File: config.mk
export PLATFORM = sky130hd
export DESIGN_NAME = photon_cal_ctrl
export DESIGN_NICKNAME = d
export VERILOG_FILES = /design/src/rtl/cal_pkg.sv /design/src/rtl/cal_bus_writer.sv /design/src/rtl/cal_trial_window.sv /design/src/rtl/cal_sequencer.sv /design/src/rtl/photon_cal_ctrl.sv
export SDC_FILE = /design/constraint.sdc
export NUM_CORES = 1
export LEC_CHECK = 0
export CAP_MARGIN = 5
export CORE_UTILIZATION = 45
export DETAILED_ROUTE_END_ITERATION = 12
export DONT_BUFFER_PORTS = 1
export MAX_ROUTING_LAYER = met4
export PLACE_DENSITY = 0.62
export SYNTH_ARGS = -nofsm -noshare
export SYNTH_HDL_FRONTEND = slang
export SYNTH_SLANG_ARGS = --single-unit
export TNS_END_PERCENT = 1
File: constraint.sdc
create_clock -name clk -period 2.9 [get_ports clk]
set_input_delay 0.29 -clock clk [delete_from_list [all_inputs] [get_ports clk]]
set_output_delay 0.29 -clock clk [all_outputs]
set_load 0.02 [all_outputs]
File: src/rtl/cal_pkg.sv
package cal_pkg;
  localparam int NUM_DEV     = 5;
  localparam int DEVW        = $clog2(NUM_DEV);
  localparam int DEV_COARSE  = 0;
  localparam int DEV_FINE1   = 1;
  localparam int DEV_FINE2   = 2;
  localparam int DEV_STRETCH = 3;
  localparam int DEV_MONO    = 4;

  typedef enum logic [3:0] {
    S_IDLE, S_INIT, S_CTR, S_CWR, S_F1TR, S_F1WR, S_F2TR, S_F2WR, S_DONE, S_ERR
  } cal_state_t;

  typedef enum logic [1:0] {W_IDLE, W_PUT, W_STB, W_GAP} wr_state_t;
endpackage

File: src/rtl/cal_bus_writer.sv
module cal_bus_writer
  import cal_pkg::*;
#(
  parameter int DW = 10
) (
  input  logic               clk,
  input  logic               rst_n,
  input  logic               go,
  input  logic [DEVW-1:0]    dev,
  input  logic [DW-1:0]      word,
  output logic [DW-1:0]      bus_word,
  output logic [NUM_DEV-1:0] bus_le,
  output logic               idle,
  output logic               done
);
  wr_state_t       st;
  logic [DEVW-1:0] dev_q;

  always_ff @(posedge clk) begin
    if (!rst_n) begin
      st       <= W_IDLE;
      dev_q    <= '0;
      bus_word <= '0;
    end else begin
      case (st)
        W_IDLE: if (go) begin
          bus_word <= word;
          dev_q    <= dev;
          st       <= W_PUT;
        end
        W_PUT:   st <= W_STB;
        W_STB:   st <= W_GAP;
        default: st <= W_IDLE;
      endcase
    end
  end

  // one strobe register per device, set for the single cycle after PUT
  for (genvar g = 0; g < NUM_DEV; g++) begin : g_le
    always_ff @(posedge clk) begin
      if (!rst_n) bus_le[g] <= 1'b0;
      else        bus_le[g] <= (st == W_PUT) && (dev_q == DEVW'(g));
    end
  end

  assign idle = (st == W_IDLE);
  assign done = (st == W_GAP);

  AST_LE_ONEHOT: assert property (@(posedge clk) disable iff (!rst_n)
    $onehot0(bus_le));
  AST_LE_GAP: assert property (@(posedge clk) disable iff (!rst_n)
    (|bus_le) |=> !(|bus_le));
  AST_BUS_HELD: assert property (@(posedge clk) disable iff (!rst_n)
    (|bus_le) |-> $stable(bus_word));
endmodule

File: src/rtl/cal_trial_window.sv
module cal_trial_window #(
  parameter int TRIAL_CYC = 4
) (
  input  logic clk,
  input  logic rst_n,
  input  logic start,
  input  logic hit,
  output logic idle,
  output logic done,
  output logic hit_seen
);
  localparam int CW = $clog2(TRIAL_CYC + 1);

  logic          active;
  logic          seen;
  logic [CW-1:0] cnt;

  always_ff @(posedge clk) begin
    if (!rst_n) begin
      active   <= 1'b0;
      seen     <= 1'b0;
      cnt      <= '0;
      done     <= 1'b0;
      hit_seen <= 1'b0;
    end else begin
      done <= 1'b0;
      if (!active) begin
        if (start) begin
          active <= 1'b1;
          seen   <= 1'b0;
          cnt    <= CW'(TRIAL_CYC - 1);
        end
      end else begin
        seen <= seen | hit;
        if (cnt == '0) begin
          active   <= 1'b0;
          done     <= 1'b1;
          hit_seen <= seen | hit;
        end else begin
          cnt <= cnt - 1'b1;
        end
      end
    end
  end

  assign idle = !active;

  AST_DONE_ENDS_TRIAL: assert property (@(posedge clk) disable iff (!rst_n)
    done |-> $past(active));
endmodule

File: src/rtl/cal_sequencer.sv
module cal_sequencer
  import cal_pkg::*;
#(
  parameter int DW           = 10,
  parameter int TRIALS       = 6,
  parameter int HITS_NEEDED  = 5,
  parameter int STRETCH_WORD = 70,
  parameter int MONO_WORD    = 6
) (
  input  logic            clk,
  input  logic            rst_n,
  input  logic            start,
  input  logic            wr_idle,
  input  logic            wr_done,
  input  logic            tr_idle,
  input  logic            tr_done,
  input  logic            tr_hit,
  output logic            wr_go,
  output logic [DEVW-1:0] wr_dev,
  output logic [DW-1:0]   wr_word,
  output logic            tr_start,
  output logic            use_ch2,
  output logic            mix_en,
  output logic            sync_done,
  output logic            cal_err
);
  localparam int TW = $clog2(TRIALS + 1);
  localparam int HW = $clog2(HITS_NEEDED + 1);
  localparam logic [DW-1:0] MAXW = {DW{1'b1}};
  localparam logic [2:0] IDX_LAST = 3'(NUM_DEV + 1);

  cal_state_t    st;
  logic [2:0]    init_idx;
  logic [DW-1:0] coarse_w, fine1_w, fine2_w, cur_fine;
  logic [HW-1:0] streak;
  logic [TW-1:0] trials, hits;
  logic          in_trial, last_trial;

  assign in_trial   = (st == S_CTR) || (st == S_F1TR) || (st == S_F2TR);
  assign last_trial = (trials == TW'(TRIALS - 1));
  assign use_ch2    = (st == S_F2TR);
  assign cur_fine   = use_ch2 ? fine2_w : fine1_w;
  assign wr_go      = wr_idle && ((st == S_INIT) || (st == S_CWR) ||
                                  (st == S_F1WR) || (st == S_F2WR));
  assign tr_start   = in_trial && tr_idle && !tr_done;
  assign mix_en     = !((st == S_IDLE) || (st == S_DONE) || (st == S_ERR));
  assign sync_done  = (st == S_DONE);
  assign cal_err    = (st == S_ERR);

  always_comb begin
    wr_dev  = DEVW'(DEV_COARSE);
    wr_word = coarse_w;
    case (st)
      S_INIT: begin
        if (init_idx < 3'(NUM_DEV)) begin
          wr_dev  = DEVW'(init_idx);
          wr_word = '0;
        end else if (init_idx == 3'(NUM_DEV)) begin
          wr_dev  = DEVW'(DEV_STRETCH);
          wr_word = DW'(STRETCH_WORD);
        end else begin
          wr_dev  = DEVW'(DEV_MONO);
          wr_word = DW'(MONO_WORD);
        end
      end
      S_F1WR: begin wr_dev = DEVW'(DEV_FINE1); wr_word = fine1_w; end
      S_F2WR: begin wr_dev = DEVW'(DEV_FINE2); wr_word = fine2_w; end
      default: ;
    endcase
  end

  always_ff @(posedge clk) begin
    if (!rst_n) begin
      st       <= S_IDLE;
      init_idx <= '0;
      coarse_w <= '0;
      fine1_w  <= '0;
      fine2_w  <= '0;
      streak   <= '0;
      trials   <= '0;
      hits     <= '0;
    end else begin
      case (st)
        S_IDLE, S_DONE, S_ERR: if (start) begin
          st       <= S_INIT;
          init_idx <= '0;
          coarse_w <= '0;
          fine1_w  <= '0;
          fine2_w  <= '0;
          streak   <= '0;
          trials   <= '0;
          hits     <= '0;
        end
        S_INIT: if (wr_done) begin
          if (init_idx == IDX_LAST) st <= S_CTR;
          else                      init_idx <= init_idx + 1'b1;
        end
        S_CWR:  if (wr_done) st <= S_CTR;
        S_F1WR: if (wr_done) st <= S_F1TR;
        S_F2WR: if (wr_done) st <= S_F2TR;
        S_CTR: if (tr_done) begin
          if (tr_hit && streak == HW'(HITS_NEEDED - 1)) begin
            st     <= S_F1TR;
            streak <= '0;
            trials <= '0;
          end else if (last_trial) begin
            streak <= '0;
            trials <= '0;
            if (coarse_w == MAXW) st <= S_ERR;
            else begin
              coarse_w <= coarse_w + 1'b1;
              st       <= S_CWR;
            end
          end else begin
            streak <= tr_hit ? streak + 1'b1 : '0;
            trials <= trials + 1'b1;
          end
        end
        S_F1TR, S_F2TR: if (tr_done) begin
          if (last_trial) begin
            trials <= '0;
            hits   <= '0;
            if ((hits + TW'(tr_hit)) == '0) begin
              st <= use_ch2 ? S_DONE : S_F2TR;
            end else if (cur_fine == MAXW) begin
              st <= S_ERR;
            end else if (use_ch2) begin
              fine2_w <= fine2_w + 1'b1;
              st      <= S_F2WR;
            end else begin
              fine1_w <= fine1_w + 1'b1;
              st      <= S_F1WR;
            end
          end else begin
            trials <= trials + 1'b1;
            hits   <= hits + TW'(tr_hit);
          end
        end
        default: st <= S_IDLE;
      endcase
    end
  end

  AST_ERR_AT_MAX: assert property (@(posedge clk) disable iff (!rst_n)
    (st == S_ERR && $past(st) != S_ERR) |->
      (coarse_w == MAXW || fine1_w == MAXW || fine2_w == MAXW));
  AST_FINE2_AFTER_FINE1: assert property (@(posedge clk) disable iff (!rst_n)
    (st == S_F2TR && $past(st) != S_F2TR) |->
      ($past(st) == S_F1TR || $past(st) == S_F2WR));
  AST_RUN_IGNORES_START: assert property (@(posedge clk) disable iff (!rst_n)
    (mix_en && st != S_INIT) |=> (st != S_INIT));
endmodule

File: src/rtl/photon_cal_ctrl.sv
module photon_cal_ctrl
  import cal_pkg::*;
#(
  parameter int DW           = 10,
  parameter int TRIALS       = 6,
  parameter int HITS_NEEDED  = 5,
  parameter int TRIAL_CYC    = 4,
  parameter int STRETCH_WORD = 70,
  parameter int MONO_WORD    = 6,
  parameter int LED_N        = 4
) (
  input  logic               clk,
  input  logic               rst_n,
  input  logic               host_start,
  input  logic               sw_start,
  input  logic               use_sim,
  input  logic               rx_hit1,
  input  logic               rx_hit2,
  input  logic               sim_hit1,
  input  logic               sim_hit2,
  output logic [DW-1:0]      dly_word,
  output logic [NUM_DEV-1:0] dly_le,
  output logic               mix_en,
  output logic               sync_done,
  output logic               cal_err,
  output logic [LED_N-1:0]   err_led
);
  logic [1:0]      rx_v, sim_v, ch_hit;
  logic            wr_go, wr_idle, wr_done;
  logic [DEVW-1:0] wr_dev;
  logic [DW-1:0]   wr_word;
  logic            tr_start, tr_idle, tr_done, tr_hit_seen, use_ch2;

  assign rx_v  = {rx_hit2, rx_hit1};
  assign sim_v = {sim_hit2, sim_hit1};

  for (genvar c = 0; c < 2; c++) begin : g_src
    assign ch_hit[c] = use_sim ? sim_v[c] : rx_v[c];
  end

  cal_sequencer #(
    .DW(DW), .TRIALS(TRIALS), .HITS_NEEDED(HITS_NEEDED),
    .STRETCH_WORD(STRETCH_WORD), .MONO_WORD(MONO_WORD)
  ) seq_i (
    .clk(clk), .rst_n(rst_n), .start(host_start | sw_start),
    .wr_idle(wr_idle), .wr_done(wr_done),
    .tr_idle(tr_idle), .tr_done(tr_done), .tr_hit(tr_hit_seen),
    .wr_go(wr_go), .wr_dev(wr_dev), .wr_word(wr_word),
    .tr_start(tr_start), .use_ch2(use_ch2),
    .mix_en(mix_en), .sync_done(sync_done), .cal_err(cal_err)
  );

  cal_bus_writer #(.DW(DW)) wr_i (
    .clk(clk), .rst_n(rst_n), .go(wr_go), .dev(wr_dev), .word(wr_word),
    .bus_word(dly_word), .bus_le(dly_le), .idle(wr_idle), .done(wr_done)
  );

  cal_trial_window #(.TRIAL_CYC(TRIAL_CYC)) trial_i (
    .clk(clk), .rst_n(rst_n), .start(tr_start),
    .hit(use_ch2 ? ch_hit[1] : ch_hit[0]),
    .idle(tr_idle), .done(tr_done), .hit_seen(tr_hit_seen)
  );

  assign err_led = {LED_N{cal_err}};

  AST_DONE_STICKY: assert property (@(posedge clk) disable iff (!rst_n)
    (sync_done && !host_start && !sw_start) |=> sync_done);
  AST_NO_WRITE_IN_ERR: assert property (@(posedge clk) disable iff (!rst_n)
    cal_err |-> (dly_le == '0));
  AST_MIX_LOW_AT_END: assert property (@(posedge clk) disable iff (!rst_n)
    (sync_done || cal_err) |-> !mix_en);
endmodule

==> summary.md, run 1 <==
| Metric | Value |
|---|---|
| Main area contributors after synthesis | dfxtp_1, ha_1, nand2_1, a21oi_1, nor2_1 |
| Num CTS Buffers | 9 |
| Netlist cell types | 70 |
| DP Wirelength | 7280 µm |
| Clk Tree Root Cell | clkbuf_8 |
| Final worst-path cycle share | 89.0% |
| Slew Viols, Final | 0 |
| Syn Inst Count | 498 |
| Register bit total from synthesis | between 70 and 80 |
| Die area | 9440 µm² |
| CP startpoint kind | register |
| Worst IR drop on VDD | 278 µV |
| Outcome | completed |
| Io pins | 31 |
| Initial antenna violation count | 0 |
| FILL cells | 862 |
| Post-synth EDFFs | 0 |
| CP required | 3.12 ns |
| TritonCTS sink count | 73 |
| Skew-Pair Late Insertion Delay | about 0.35 ns |
| Wire per inst | 16.9 µm |
| Commonest non-fill, non-tap cell in the layout | dfxtp_1 |
| Highest Clock Rate | 0.387 GHz |
| Clock transition at path regs | 0.08 ns |
| Residual DRC | 0 |
| Die Ht | slightly below 100 µm |
| Sequential area share after synthesis | about 36% |
| Syn_area_per_cell | 8.19 µm² |
| Slew headroom | 41.6% |
| Crit path DAT | 2.80 ns |
| Final setup vio count | 0 |
| Final Hold Viols | 0 |
| CTS H-tree lvls | 3 |
| Row count | 34 |
| First-pass GRT wire length | 16900 µm |
| GR Util All Layers | 22.8% |
| Post-DRT Antenna Nets | 0 |
| Total congestion overflow | 0 |
| LEAKAGE | 1.60 nW |
| Syn_nets | 524 |
| Top cell type's share of synthesized area | a little over a third |
| Tot Pwr | 0.00334 W |
| Min-Delay Path Class | input pin to register |
| Dpl cells | 593 |
| CTS tree | done |
| # resized after CTS | 0 |
| Max_cap viols | 0 |
| Sum of negative setup slack | 0 ns |
| Hold buffer count at cts | 0 |
| Max Buffers Root-to-Sink | 2 |
| Number of DRC markers in iteration 0 | 276 |
| 1st-pass router iterations | 5 |
| Layout cells sized above 1 | 9.58% |
| Mapped Area | 4080 µm² |
| Inserted Diodes | 0 |
| RSZ-0062 raised after global routing | false |
| Clock Skew | 0.0109 ns |
| Commonest non-fill, non-tap cells in the layout | dfxtp_1, nand2_1, a21oi_1 |
| Final wirelength | 10300 µm |
| Worst setup EP type | register |
| Gpl congestion | 0.869 |
| Ys flop type | dfxtp_1 |
| Area Growth Syn to Fin | 8.20% |
| Initial Utilization | 46.5% |
| Final Non-Filler Cells | 609 |
| Post-synth top area cell | dfxtp_1 |
| PD cells | 758 nW/µm² |
| Ys async rst share | 0% |
| CP max FO | 17 |
| Minimum clock period | 2.58 ns |
| Vias in the first global route | 3263 |
| # Post-CTS Setup Buffers | 0 |
| Yosys warnings | 0 |
| Pin count of the biggest net entering global routing | 24 |
| Crit Path Class | register to register |
| Port Buffer Count | 0 |
| Layout Nets | 522 |
| Least-Margin Pin Slew | 0.871 ns |
| Die width | 97.2 µm |
| Vias | 3666 |
| Core area | 8760 µm² |
| Vias per inst | 6.02 |
per-layer routing:
metal	GRT usage [%]	up-vias	part of all wire, %
met5	-	-	0
met2	33.6	95	46
met4	6.08	0	1.2
met1	31.0	1728	48
met3	5.47	8	4.7
li1	-	1835	-
cell type report:
class                      count  area [µm²]  area share, %
inverter                      18        67.6           1.53
tap                          108         135           3.06
clock buffer                  10         138           3.12
timing repair buffer          12        90.1           2.04
clock inverter                 6        91.3           2.07
sequential                    73        1460           33.1
multi-input combinational    382        2430           55.0
per-stage QoR:
stage	hold WS, ns	utilization (%)	setup slack, ns	area [µm²]
6_report	0.0598	50.3	0.318	4410
5_1_grt	0.0406	50.3	0.194	4410
4_1_cts	0.0409	50.3	0.378	4410
3_5_place_dp	0.416	47.7	0.403	4180
3_3_place_gp	0.414	47.7	0.527	4180
2_1_floorplan	0.434	-	0.693	4080
cells by family after synthesis:
logic type | count (synthesis) | share of synthesized area (%)
simple gates | 220 | 29.7
xor+xnor | 6 | 1.47
flops | 73 | 35.9
compound gates | 129 | 20.4
fa+ha+maj | 17 | 5.22
buf+inv | 43 | 4.60
mux | 10 | 2.76
registers in the layout, indices dropped and copies added, names as in the netlist:
| name | flops |
|---|---|
| trial_i.seen | 1 |
| seq_i.trials | 3 |
| wr_i.st | 2 |
| seq_i.st | 4 |
| trial_i.active | 1 |
| seq_i.coarse_w | 10 |
| seq_i.fine2_w | 10 |
| trial_i.cnt | 3 |
| wr_i.bus_word | 10 |
| seq_i.fine1_w | 10 |
| seq_i.streak | 3 |
| wr_i.bus_le | 5 |
| seq_i.hits | 3 |
| trial_i.done | 1 |
| trial_i.hit_seen | 1 |
| seq_i.init_idx | 3 |
| wr_i.dev_q | 3 |
worst paths after layout:
kind	slack (ns)	to	startpoint	cells past startpoint
max	0.32	seq_i.st[2]	seq_i.st[0]	5
min	0.06	seq_i.coarse_w[0]	rst_n	1
max reg2reg	0.32	seq_i.st[2]	seq_i.st[0]	5
min reg2reg	0.47	trial_i.cnt[1]	trial_i.cnt[1]	1
worst max-delay path: stages, from the launching register on:
cell       delay, ns
dfxtp_1         0.72
nor4bb_4        0.16
or4b_4          0.61
and2_1          0.29
a2111oi_0       0.51
o22ai_1         0.16
power breakdown:
group | switching (W) | internal, W
sequential | 0.000236 | 0.00114
clock | 0.000408 | 0.000509
combinational | 0.000655 | 0.000398
total | 0.00130 | 0.00205
synthesized netlist by cell type, drive strengths merged (3+ instances only):
| master | number |
|---|---|
| a211oi | 3 |
| a21oi | 41 |
| a221oi | 7 |
| a22oi | 3 |
| a31oi | 10 |
| and2 | 6 |
| and3 | 19 |
| and4 | 3 |
| buf | 9 |
| clkbuf | 16 |
| dfxtp | 73 |
| ha | 17 |
| inv | 18 |
| mux2i | 9 |
| nand2 | 56 |
| nand2b | 13 |
| nand3 | 21 |
| nand3b | 3 |
| nand4 | 15 |
| nor2 | 36 |
| nor2b | 3 |
| nor3 | 7 |
| nor4 | 9 |
| nor4b | 5 |
| o211ai | 4 |
| o21a | 4 |
| o21ai | 29 |
| o31ai | 8 |
| or2 | 3 |
| or3 | 7 |
| or4 | 4 |
| or4b | 3 |
| xor2 | 4 |
No activity file was read; power rests on OpenSTA's default activity.
==> run 2, diff against run 1 <==
- CELL_PAD_IN_SITES_DETAIL_PLACEMENT: not set -> 0
- CELL_PAD_IN_SITES_GLOBAL_PLACEMENT: not set -> 2
- CORE_UTILIZATION: 45 -> 38
- PLACE_DENSITY: 0.62 -> 0.81
- TNS_END_PERCENT: 1 -> not set
- clock period: 2.9 -> 2.5 ns (I/O delays scaled with it)
==> run 2 against run 1 <==
  * Via count up 2.1%
  * Clock power up 3.4%
  * Total power up 14%
  * Largest cell class unchanged
  * Sequential cell count unchanged
  * Worst setup slack worse by 0.16 ns
  * Sequential power up 14%
  * Final area up 2.6%
  * Critical endpoint is now seq_i.fine1_w[2]
  * Wire length up 9.8%
  * Hold slack worse by 0.033 ns
==> summary.md, run 2 (synthesis gave the netlist of run 1 again) <==
| Metric | Value |
|---|---|
| Post-DRT Antenna Nets | 0 |
| Sum of negative setup slack | 0 ns |
| Slew Viols, Final | 0 |
| GR Util All Layers | a little over a fifth |
| Die area | approximately 11000 µm² |
| Die Ht | 106 µm |
| HP Start | rst_n |
| Clock transition at path regs | 0.08 ns |
| Inserted Diodes | 0 |
| Die width | 106 µm |
| Clk Tree Root Cell | clkbuf_8 |
| Hold buffer count at cts | 0 |
| Layout Nets | around 540 |
| Hold path cells | 1 |
| CTS tree | done |
| M1 GR Usage | between 20 and 30% |
| Top Family by Delay on Critical Path | simple AND/OR/NAND/NOR gates |
| Register area | 1460 µm² |
| Crit Path Class | register to register |
| Least-Margin Pin Slew | 0.725 ns |
| CP max stage delay | 0.67 ns |
| FILL cells | 1073 |
| Area Growth Syn to Fin | 11.0% |
| Area of the multi-input gates | 2430 µm² |
| Initial antenna violation count | 0 |
| Core area | 10400 µm² |
| Final wirelength | around 11000 µm |
| DP Wirelength | 8140 µm |
| RSZ-0062 raised after global routing | false |
| Minimum clock period | 2.35 ns |
| First-pass GRT wire length | 18400 µm |
| Worst IR drop on VDD | 326 µV |
| Worst setup EP type | register |
| PD cells | 843 nW/µm² |
| CP max FO | 9 |
| Final Hold Viols | 0 |
| Met2 usage | 34.0% |
| Commonest non-fill, non-tap cells in the layout | dfxtp_1, nand2_1, a21oi_1 |
| Top Usage Layer GRT | met2 |
| Min-Delay Path Class | input pin to register |
| Skew-Pair Late Insertion Delay | 0.35 ns |
| Num CTS Buffers | 9 |
| # resized after CTS | 0 |
| Crit. Startpoint | seq_i.hits[0] |
| CP required | 2.79 ns |
| Crit path DAT | 2.64 ns |
| Worst r2r path cells | 7 |
| Levels on crit path | 7 |
| Highest Clock Rate | between 0.4 and 0.5 GHz |
| Wire per inst | roughly 17 µm |
| Row count | 37 |
| Dpl cells | 637 |
| Initial Utilization | 39.3% |
| CP startpoint kind | register |
| Max Buffers Root-to-Sink | 2 |
| Vias | 3744 |
| Final Non-Filler Cells | 653 |
| Gpl congestion | 0.788 |
| Max_cap viols | 0 |
| Residual DRC | 0 |
| Clock Skew | ~0.011 ns |
| Reg2reg start | seq_i.hits[0] |
| CP max stage cell | or4_1 |
| Number of DRC markers in iteration 0 | 270 |
| TritonCTS sink count | 73 |
| Vias in the first global route | 3545 |
| # Post-CTS Setup Buffers | 0 |
| Slew headroom | 51.4% |
| Vias per inst | 5.73 |
| Pin count of the biggest net entering global routing | 24 |
| Worst path bufs/invs | 0 |
| Layout cells sized above 1 | about an eighth |
| CP Cell Sequence | ha_1 -> ha_1 -> xor2_2 -> nor3_2 -> or4_1 -> or4_1 -> a21oi_1 |
| Final worst-path cycle share | 93.8% |
| Io pins | 31 |
| Commonest non-fill, non-tap cell in the layout | dfxtp_1 |
| Total congestion overflow | 0 |
| LEAKAGE | 1.68 nW |
| CTS H-tree lvls | 3 |
| M3 GR Usage | around 4.5% |
| Outcome | completed |
| Final setup vio count | 0 |
| Port Buffer Count | 0 |
| 1st-pass router iterations | 4 |
## run 2: changes by cell type in the layout (fill, tap and decap cells not counted), sizes merged
cell	before	now
clkinvlp	3	0
clkinv	1	2
bufinv	2	1
buf	12	28
clkbuf	10	13
## run 2: area by class of cell
cell class | instances | share of cell area [%]
clock buffer | 13 | 3.29
clock inverter | 3 | 0.885
inverter | 18 | 1.49
timing repair buffer | 28 | 4.64
sequential | 73 | 32.3
multi-input combinational | 382 | 53.6
tap | 136 | 3.76
## run 2: worst paths after layout
path / to / slack (ns)
setup / recovery: seq_i.fine1_w[2] / 0.15
hold / removal: seq_i.coarse_w[0] / 0.03
setup reg to reg: seq_i.fine1_w[2] / 0.15
hold reg to reg: trial_i.cnt[1] / 0.48
## run 2: metal layers
metal | up-vias | share of wire (%)
met5 | - | 0
met4 | 0 | 0.61
met3 | 7 | 7.1
met2 | 75 | 46
met1 | 1799 | 46
li1 | 1863 | -
## run 2: where the power goes
part	internal [W]	total (W)	switching, W
sequential	0.00132	0.00156	0.000242
clock	0.000487	0.000948	0.000460
combinational	0.000498	0.00131	0.000808
## run 2: per-stage QoR
step	power (W)	worst slack, ns	utilization [%]	instance area, µm²	hold slack [ns]
global placement	0.00287	0.244	41.8	4340	0.377
finish	0.00382	0.154	43.6	4530	0.0272
CTS	0.00384	0.169	43.6	4530	0.0147
global route	0.00408	0.0258	43.6	4530	0.0116
detailed placement	0.00289	0.196	41.8	4340	0.378
floorplan	0.00248	0.293	-	4080	0.434
==> run 3, diff against run 2 <==
- CELL_PAD_IN_SITES_DETAIL_PLACEMENT: 0 -> not set
- CELL_PAD_IN_SITES_GLOBAL_PLACEMENT: 2 -> not set
- CORE_UTILIZATION: 38 -> 45
- PLACE_DENSITY: 0.81 -> 0.62
==> run 3 against run 2 <==
  * Maximum frequency grew 2.4%
  * Clock power shrank 2%
  * Total power hardly changed
  * Sequential power about the same
  * Via count increased by 1.5%
  * Critical path depth stayed put
  * Final area decreased by 0.58%
  * Cell count shrank 4.3%
  * Die area is 15% lower
  * First-iteration DRC count down 29%
  * Count of clock-buffer cells in the layout fell by 4
  * Critical path type unchanged
  * Largest power group unchanged
==> summary.md, run 3 (synthesis gave the netlist of run 1 again) <==
| Metric | Value |
|---|---|
| Outcome | completed |
| Final worst-path cycle share | 91.6% |
| Tot Pwr | around 0.0038 W |
| CP required | 2.81 ns |
| Vias | 3802 |
| CTS tree | done |
| Crit Path Class | register to register |
| Least-Margin Pin Slew | 0.689 ns |
| Clk Tree Root Cell | clkbuf_8 |
| CP startpoint kind | register |
| CP max stage delay | 0.52 ns |
| Psw | 0.00160 W |
| Max Buffers Root-to-Sink | 2 |
| Total congestion overflow | 0 |
| Die width | between 90 and 100 µm |
| Vias in the first global route | 3536 |
| CTS H-tree lvls | 3 |
| Top Usage Layer GRT | met2 |
| DP Wirelength | between 7000 and 8000 µm |
| Pin count of the biggest net entering global routing | 22 |
| Die Ht | 97.2 µm |
| Sw Share | 41.9% |
| Io pins | 31 |
| Residual DRC | 0 |
| Row count | 34 |
| Final worst slack | 0.209 ns |
| CP max FO | 10 |
| Clock transition at path regs | 0.10 ns |
| M3 GR Usage | between 3 and 4% |
| GR Util All Layers | 24.0% |
| Gpl congestion | 0.837 |
| Layout cells sized above 1 | 12.4% |
| Design area | 4500 µm² |
| Minimum clock period | 2.29 ns |
| Worst setup EP type | register |
| Vias per inst | approximately 6.1 |
| Port Buffer Count | 0 |
| Initial Utilization | 46.5% |
| Min-Delay Path Class | input pin to register |
| Area Growth Syn to Fin | 10.4% |
| 1st-pass router iterations | 4 |
| Met2 usage | a little under two fifths |
| Final Hold Viols | 0 |
| Inserted Diodes | 0 |
| CP Cell Sequence | inv_1 -> ha_1 -> and3_1 -> a2111oi_2 -> nand3_2 -> or4_1 -> a21oi_1 |
| Slew Viols, Final | 0 |
| LEAKAGE | 1.68 nW |
| Logic gate share of total power | between 30% and 40% |
| Sum of negative setup slack | 0 ns |
| Post-DRT Antenna Nets | 0 |
| Wire per inst | 17.0 µm |
| Crit path DAT | 2.60 ns |
| RSZ-0062 raised after global routing | false |
| Clock power share | between 20% and 30% |
| Number of DRC markers in iteration 0 | around 190 |
| Dpl cell area | around 4300 µm² |
| Final setup vio count | 0 |
| R2R Setup Slk | 0.21 ns |
| Max_cap viols | 0 |
| Clock Skew | 0.0167 ns |
| Commonest non-fill, non-tap cell in the layout | dfxtp_1 |
| Register share of total power | 41.4% |
| Die area | 9440 µm² |
| Final wirelength | 10600 µm |
| Worst IR drop on VDD | approximately 270 µV |
| Commonest non-fill, non-tap cells in the layout | dfxtp_1, nand2_1, a21oi_1 |
| CP max stage cell | a2111oi_2 |
| M1 GR Usage | about a third |
| TritonCTS sink count | between 70 and 80 |
| PD cells | 848 nW/µm² |
| First-pass GRT wire length | 17600 µm |
| Pre-CTS setup slack | approximately 0.15 ns |
| FILL cells | 869 |
| Initial antenna violation count | 0 |
| Internal power | about 0.0022 W |
| Num CTS Buffers | 9 |
| Skew-Pair Late Insertion Delay | approximately 0.37 ns |
| Highest Clock Rate | 0.437 GHz |
| Core area | 8760 µm² |
| Layout Nets | 538 |
| Slew headroom | 53.8% |
[run 3: changes by cell type in the layout (fill, tap and decap cells not counted), moves of 2 or more]
cell      before  now
clkbuf_1       3    0
inv_6          0    3
inv_8          0    3
clkinv_2       2    0
[run 3: metrics by stage]
step | instances | hold WS, ns | util [%]
4_1_cts | 624 | 0.00120 | 51.2
5_1_grt | 625 | 0.00952 | 51.3
2_1_floorplan | 498 | 0.434 | -
3_5_place_dp | 607 | 0.375 | 48.9
3_3_place_gp | 607 | 0.375 | 48.9
6_report | 625 | 0.0150 | 51.3
[run 3: repair_timing]
| item | in CTS | in global routing |
|---|---|---|
| hold buffers | 1 | 0 |
| endpoints found under the setup margin | 0 | 4 |
| buffers inserted | 0 | 1 |
| endpoints found under the hold margin | 6 | 0 |
| resized for setup | 0 | 1 |
[run 3: layer usage]
metal  up-vias  part of all wire (%)
li1       1865                     -
met1      1836                    48
met2        89                    46
met3        12                   4.8
met4         0                   1.6
met5         -                     0
[run 3: power groups by stage]
stage | sequential [W] | clock, W | combinational (W)
3_5_place_dp | 0.00160 | 0 | 0.00129
6_report | 0.00158 | 0.000932 | 0.00130
2_1_floorplan | 0.00154 | 0 | 0.000945
4_1_cts | 0.00158 | 0.000962 | 0.00130
3_3_place_gp | 0.00160 | 0 | 0.00125
5_1_grt | 0.00160 | 0.00101 | 0.00145
[run 3: worst max-delay path, delay by kind of cell, from the launching register on]
| kind | cells | cell delay (ns) |
|---|---|---|
| AND/OR/NAND/NOR | 3 | 0.91 |
| buffers and inverters | 1 | 0.06 |
| flip-flops | 1 | 0.39 |
| AO/OA/AOI/OAI | 2 | 0.68 |
| adder cells (fa/ha/maj) | 1 | 0.20 |
[run 3: layout make-up]
| type | instances | area, µm² | share of cell area, % |
|---|---|---|---|
| clock inverter | 7 | 67.6 | 1.50 |
| clock buffer | 9 | 124 | 2.75 |
| tap | 108 | 135 | 3.00 |
| inverter | 18 | 67.6 | 1.50 |
| multi-input combinational | 382 | 2430 | 54.0 |
| timing repair buffer | 28 | 213 | 4.73 |
| sequential | 73 | 1460 | 32.5 |
[run 3: worst paths after layout]
path	from	to	depth (start not counted)
worst max-delay path	seq_i.streak[0]	seq_i.coarse_w[8]	7
worst max register to register	seq_i.streak[0]	seq_i.coarse_w[8]	7
worst min register to register	wr_i.dev_q[1]	wr_i.bus_le[1]	1
worst min-delay path	rst_n	wr_i.dev_q[0]	1
